==> config.mk <==
export PLATFORM = sky130hd
export DESIGN_NAME = grp_vec_intc
export DESIGN_NICKNAME = d
export VERILOG_FILES = /design/src/rtl/intc_pkg.sv /design/src/rtl/intc_group.sv /design/src/rtl/intc_prio.sv /design/src/rtl/grp_vec_intc.sv
export SDC_FILE = /design/constraint.sdc
export NUM_CORES = 2
export LEC_CHECK = 0
export BUFFER_PORTS_ARGS = -buffer_cell sky130_fd_sc_hd__buf_2
export CAP_MARGIN = 5
export CORE_ASPECT_RATIO = 1.2
export CORE_MARGIN = 3
export CORE_UTILIZATION = 50
export CTS_CLUSTER_DIAMETER = 120
export CTS_CLUSTER_SIZE = 14
export DETAILED_ROUTE_END_ITERATION = 8
export PLACE_DENSITY = 0.66
export SLEW_MARGIN = 20
export SYNTH_ARGS = -nofsm -noshare
export SYNTH_HDL_FRONTEND = slang
export SYNTH_SLANG_ARGS = --single-unit
==> constraint.sdc <==
create_clock -name clk -period 67.4 [get_ports clk]
set_clock_uncertainty 0.15 [all_clocks]
set_input_delay 13.48 -clock clk [delete_from_list [all_inputs] [get_ports clk]]
set_output_delay 13.48 -clock clk [all_outputs]
set_load 0.1 [all_outputs]
==> src/rtl/intc_pkg.sv <==
package intc_pkg;
  // Register offset inside a group's four-byte bank.
  typedef enum logic [1:0] {
    FLD_STAT = 2'd0,
    FLD_EN   = 2'd1,
    FLD_MODE = 2'd2,
    FLD_POL  = 2'd3
  } fld_e;

  // Groups below this index sit before the vector hole.
  localparam int LOW_GROUPS = 3;

  // Word address (byte address / 4) of group g's bank.
  function automatic int group_word(input int g);
    return g + ((g < LOW_GROUPS) ? 1 : 2);
  endfunction
endpackage

==> src/rtl/intc_group.sv <==
module intc_group #(
  parameter int W = 8
) (
  input  logic         clk,
  input  logic         rst_n,
  input  logic [W-1:0] src_i,
  input  logic         wr_stat_i,
  input  logic         wr_en_i,
  input  logic         wr_mode_i,
  input  logic         wr_pol_i,
  input  logic [W-1:0] wdata_i,
  output logic [W-1:0] stat_o,
  output logic [W-1:0] en_o,
  output logic [W-1:0] mode_o,
  output logic [W-1:0] pol_o
);
  logic [W-1:0] s1_q, s2_q, prv_q;
  logic [W-1:0] stat_q, en_q, mode_q, pol_q;
  logic [W-1:0] stat_d, en_d, mode_d, pol_d;
  logic [W-1:0] act_now, act_old, hit, clr;

  // Trigger detection on the synchronized input.
  always_comb begin
    act_now = s2_q ^ pol_q;
    act_old = prv_q ^ pol_q;
    hit     = (~mode_q & act_now) | (mode_q & act_now & ~act_old);
    clr     = wr_stat_i ? wdata_i : '0;
    stat_d  = (stat_q & ~clr) | hit;
    en_d    = wr_en_i   ? wdata_i : en_q;
    mode_d  = wr_mode_i ? wdata_i : mode_q;
    pol_d   = wr_pol_i  ? wdata_i : pol_q;
  end

  always_ff @(posedge clk or negedge rst_n) begin
    if (!rst_n) begin
      s1_q   <= '0;
      s2_q   <= '0;
      prv_q  <= '0;
      stat_q <= '0;
      en_q   <= '0;
      mode_q <= '0;
      pol_q  <= '0;
    end else begin
      s1_q   <= src_i;
      s2_q   <= s1_q;
      prv_q  <= s2_q;
      stat_q <= stat_d;
      en_q   <= en_d;
      mode_q <= mode_d;
      pol_q  <= pol_d;
    end
  end

  assign stat_o = stat_q;
  assign en_o   = en_q;
  assign mode_o = mode_q;
  assign pol_o  = pol_q;

  // written ones clear unless a trigger lands on the same edge
  a_r3_w1c_clears: assert property (@(posedge clk) disable iff (!rst_n)
    wr_stat_i |=> ((stat_q & $past(wdata_i & ~hit)) == '0));
  // written zeros keep pending bits
  a_r3_zero_keeps: assert property (@(posedge clk) disable iff (!rst_n)
    wr_stat_i |=> ((stat_q & $past(stat_q & ~wdata_i)) == $past(stat_q & ~wdata_i)));
  // no status bit rises without a detected trigger
  a_r5_set_has_cause: assert property (@(posedge clk) disable iff (!rst_n)
    ((stat_q & ~$past(stat_q) & ~$past(hit)) == '0));
  // an active level-mode input always leaves its bit set
  a_r4_level_sets: assert property (@(posedge clk) disable iff (!rst_n)
    ((stat_q & $past(~mode_q & act_now)) == $past(~mode_q & act_now)));
endmodule

==> src/rtl/intc_prio.sv <==
module intc_prio #(
  parameter int N   = 232,
  parameter int VW  = 8,
  parameter int OFS = 16
) (
  input  logic [N-1:0]  pend_i,
  output logic [VW-1:0] vec_o,
  output logic          any_o
);
  // Scan from the top so the lowest set index is written last.
  always_comb begin
    vec_o = '0;
    any_o = 1'b0;
    for (int i = N - 1; i >= 0; i--) begin
      if (pend_i[i]) begin
        vec_o = VW'(i + OFS);
        any_o = 1'b1;
      end
    end
  end
endmodule

==> src/rtl/grp_vec_intc.sv <==
module grp_vec_intc #(
  parameter int NUM_GROUPS = 29,
  parameter int GRP_W      = 8,
  parameter int ADDR_W     = 8,
  parameter int VEC_ADDR   = 16,
  parameter int VEC_OFS    = 16
) (
  input  logic                        clk,
  input  logic                        rst_n,
  input  logic [NUM_GROUPS*GRP_W-1:0] src_i,
  input  logic [ADDR_W-1:0]           addr_i,
  input  logic                        we_i,
  input  logic [GRP_W-1:0]            wdata_i,
  output logic [GRP_W-1:0]            rdata_o,
  output logic                        irq_o
);
  import intc_pkg::*;

  localparam int NUM_SRC = NUM_GROUPS * GRP_W;
  localparam int WORD_W  = ADDR_W - 2;

  logic rst_meta_q, rst_sync_q;
  logic [WORD_W-1:0] word;
  fld_e              fld;
  logic [NUM_SRC-1:0] pend;
  logic [GRP_W-1:0]  grp_rd [NUM_GROUPS];
  logic [GRP_W-1:0]  vec;
  logic              any;

  // Asynchronous assertion, synchronous release.
  always_ff @(posedge clk or negedge rst_n) begin
    if (!rst_n) begin
      rst_meta_q <= 1'b0;
      rst_sync_q <= 1'b0;
    end else begin
      rst_meta_q <= 1'b1;
      rst_sync_q <= rst_meta_q;
    end
  end

  assign word = addr_i[ADDR_W-1:2];
  assign fld  = fld_e'(addr_i[1:0]);

  for (genvar g = 0; g < NUM_GROUPS; g++) begin : g_grp
    logic sel;
    logic [GRP_W-1:0] st, en, md, pl;

    assign sel = (int'(word) == group_word(g));

    intc_group #(.W(GRP_W)) u_grp (
      .clk       (clk),
      .rst_n     (rst_sync_q),
      .src_i     (src_i[g*GRP_W +: GRP_W]),
      .wr_stat_i (we_i && sel && (fld == FLD_STAT)),
      .wr_en_i   (we_i && sel && (fld == FLD_EN)),
      .wr_mode_i (we_i && sel && (fld == FLD_MODE)),
      .wr_pol_i  (we_i && sel && (fld == FLD_POL)),
      .wdata_i   (wdata_i),
      .stat_o    (st),
      .en_o      (en),
      .mode_o    (md),
      .pol_o     (pl)
    );

    assign pend[g*GRP_W +: GRP_W] = st & en;

    always_comb begin
      grp_rd[g] = '0;
      if (sel) begin
        unique case (fld)
          FLD_STAT: grp_rd[g] = st;
          FLD_EN:   grp_rd[g] = en;
          FLD_MODE: grp_rd[g] = md;
          FLD_POL:  grp_rd[g] = pl;
        endcase
      end
    end
  end

  intc_prio #(.N(NUM_SRC), .VW(GRP_W), .OFS(VEC_OFS)) u_prio (
    .pend_i (pend),
    .vec_o  (vec),
    .any_o  (any)
  );

  always_comb begin
    rdata_o = '0;
    for (int g = 0; g < NUM_GROUPS; g++) rdata_o = rdata_o | grp_rd[g];
    if (int'(addr_i) == VEC_ADDR) rdata_o = vec;
  end

  assign irq_o = |pend;

  // request and vector agree
  a_r7_irq_vec: assert property (@(posedge clk) disable iff (!rst_sync_q)
    irq_o == (vec != '0));
  // winner is pending and no lower source is
  a_r11_lowest_wins: assert property (@(posedge clk) disable iff (!rst_sync_q)
    any |-> (pend[int'(vec) - VEC_OFS] &&
             ((pend << (NUM_SRC - (int'(vec) - VEC_OFS))) == '0)));
endmodule

==> flow_summary.ini <==
[setup_path]
crit_required_ns = 53.77
start_kind = input port
cp-startpoint = addr_i[0]
critPathArrivalTime_ns = 18.72
crit_buf_inv = 5
rrSetupSlack_ns = 63.21
cp_max_fo = 104
crit_chain = buf_8 -> buf_12 -> buf_4 -> buf_4 -> mux2i_1 -> nand2_1 -> o21ai_0 -> o2111ai_1 -> or4_1 -> a2111oi_2 -> nor3_1 -> buf_2
path_class = input port to primary output
slowest_stage = nor3_1
rr_endpoint = g_grp[16].u_grp.s1_q[5]
endpoint_kind = primary output
critPathMaxStageDelay_ns = 0.78
cp_common_cell = buf_4
rr_worst_depth = 4
cpLargestDelayFamily = buffers and inverters
rr_startpoint = rst_sync_q

[timing]
tightestPinTransition_ns = 1.25
fin_crit_sh = 0.480
timing.final.ws_setup_ns = 35.05
setup_violations = 0
final_hold_viol_count = 0
rsz0062_at_grt = no
finalCriticalPeriod_ns = 32.35
tns_ns = 0
fmax_mhz = 30.9
slew_headroom = 0.167
drv_slew = 0

[grt]
grt_max_degree = 190
grtUsageTotal = 0.357
grt_pass1_wl_um = 366000
grt_pass1_vias = 50273
grt-ovfl-total = 0
grt_antenna_before_repair = 30

[routing]
routedWlPerCell_um = 33.1
wl_met2_um = 117000
drt-total-wl_um = 256000
dr_wl_met3_um = 22700
vias = 50877
ant_nets = 0
top_layer_used = met5
first_pass_iters = 9
drtIter0Drc = 5889
met1_length_um = 96300
drc = 3
viasPerCell = 6.58

[yosys]
synth_nets = 5930
synth_top_area_share = 0.588
synth_edf_count = 0
synth_ff_type = dfrtp_1
synth_async_sr_flop_share = 1.00
yosysSeqAreaShare = 0.588
synth_area_leaders = dfrtp_1, mux2_2, nand2_1
synth_seq_cells = 1626
yosysWarnings = 0
synth_cell_types = 85
syn_inst = 5679
syn-cell-area_mm2 = 0.0692
synth_top_cell_by_area = dfrtp_1
synth_area_per_cell_um2 = 12.2

[layout]
fill_cells = 11270
seqCellArea_mm2 = 0.0407
multi_input_area_mm2 = 0.0264
post_route_cells_drive_above_1_share = 0.227
instances_no_fill = 7737
postLayoutCellArea_mm2 = 0.0760
utilization = 0.557
syn_to_final_growth_pct = 9.88
layout.nets = 6155

[clock_network]
clk_path_buf_depth = 3
clock_sinks = 1626
clk_latency_ns = 0.81
htree_levels = 4
cts_tree = done
clk_pin_slew_worst_paths_ns = 0.07
cts_buffers = 134
cts-root-buf = clkbuf_16
cts_resized = 0
ctsHoldBuffers = 0
post-cts-setup-buffers = 0

[floorplan]
core_area_mm2 = 0.136
dieArea_mm2 = 0.143
io_pins = 260
die_w_um = 346
start_util = 0.507
die_h_um = 413
num_rows = 148

[placement]
placed_cell_area_mm2 = 0.0723
dpl.cell_count = 7567
place_hpwl_um = 188000
pre_cts_ws_ns = 35.33
port_buffers = 259
gp_congestion = 1.04

[run_status]
outcome = finished, violations left
failed_checks = design-rule violations

[power]
ir_worst_vdd_mv = 0.0259
power.leakage_nw = 33.1
power_density_mw_per_mm2 = 26.3

[flow_run]
cap_viol_max_count = 0

[hold_path]
hp-class = flip-flop to asynchronous set/reset pin
## power breakdown
group	switching (mW)	internal [mW]	total [mW]	leakage, nW
registers	0.0401	1.02	1.06	19.6
logic	0.152	0.0720	0.224	11.6
clock network	0.354	0.365	0.720	1.79
total	0.547	1.45	2.00	33.1
## state kept, by name, summed over array words and instances, names as in the netlist
signal	count
g_grp.u_grp.mode_o	232
g_grp.u_grp.prv_q	232
g_grp.u_grp.s2_q	232
rst_meta_q	1
g_grp.u_grp.pol_o	232
g_grp.u_grp.s1_q	232
g_grp.u_grp.stat_o	232
rst_sync_q	1
g_grp.u_grp.en_o	232
## per-layer routing
| layer | track usage | vias to the layer above |
|---|---|---|
| met3 | 0.0950 | 747 |
| met1 | 0.442 | 26325 |
| met2 | 0.553 | 2586 |
| li1 | - | 21211 |
| met5 | 0 | - |
| met4 | 0.242 | 8 |
## layout make-up
| type | count | area share |
|---|---|---|
| diodes | 17 | 0.000560 |
| clock buffers | 138 | 0.0451 |
| clock inverters | 14 | 0.00288 |
| inverters | 239 | 0.0118 |
| multi-input cells | 3561 | 0.347 |
| flip-flops and latches | 1626 | 0.535 |
| well taps | 1800 | 0.0296 |
| repair buffers | 342 | 0.0274 |
## logic make-up (layout without fill, tap and decap cells)
logic type	count (synthesis)	count (layout)	share of synthesized area
compound gates	1323	1323	0.136
buf+inv	492	733	0.0313
flops	1626	1626	0.588
mux	850	850	0.155
other cells	1	18	0.0000542
simple gates	1387	1387	0.0891
## cells in the final DEF (no fill, tap or decap), drive strengths merged, types with 5 or more instances in the layout
cell type     n
a2111oi      16
a211oi       18
a21o          6
a21oi       320
a221o       238
a221oi        9
a222oi       17
a22o         55
a22oi       159
a31oi        12
a32o         20
a32oi        29
and2         33
and3         19
and4         14
buf         342
clkbuf      138
clkinv        5
dfrtp      1626
diode        17
inv         248
mux2        673
mux2i        65
mux4        112
nand2       726
nand2b       10
nand3        77
nand4        55
nor2        351
nor2b        21
nor3         19
nor4         20
o2111ai      14
o211ai      133
o21ai       243
or3           6
or4           7
## through the flow
step | hold slack [ns] | total power, mW
2_1_floorplan | 0.181 | 1.19
3_3_place_gp | 0.172 | 1.29
3_5_place_dp | 0.172 | 1.29
4_1_cts | 0.178 | 2.01
5_1_grt | 0.193 | 2.07
6_report | 0.154 | 2.00
## worst register-to-register path, cell delays in order, from the launching register on
cell     delay (ns)
dfrtp_4        0.77
buf_12         0.69
buf_4          0.99
buf_12         0.82
buf_6          0.79
## worst max-delay path by stage
stage	end	slack, ns	depth (start not counted)
2_1_floorplan	g_grp[0].u_grp.en_o[0]	18.57	0
3_3_place_gp	rdata_o[4]	35.37	12
3_5_place_dp	rdata_o[4]	35.33	12
4_1_cts	rdata_o[4]	35.33	12
5_1_grt	rdata_o[4]	35.06	12
6_report	rdata_o[4]	35.05	12
## synth_stat cells (5+ instances only)
library cell     n
mux4_2         112
buf_6           12
and2_1          31
nor2b_1         20
a211oi_1        18
or4_1            5
a221o_1        238
a21oi_1        320
nor3_1          10
a31oi_1         12
a2111oi_0       13
o21ai_0        240
a21o_1           6
a222oi_1        17
a22oi_1        159
nand2_1        725
dfrtp_1       1626
nand2b_1         9
o2111ai_1       14
o211ai_1       133
or3_1            6
and3_1          19
buf_2           76
nor4_1          17
mux2_2         673
a32o_1          20
buf_1           16
buf_4           25
inv_1          239
nor2_1         335
a221oi_1         7
nand4_1         55
and4_1          14
a32oi_1         29
nor3_2           9
mux2i_1         65
a22o_1          55
nor2_2          15
nand3_1         77
clkbuf_1       121
Note: power is estimated with default switching activity, not from simulation.
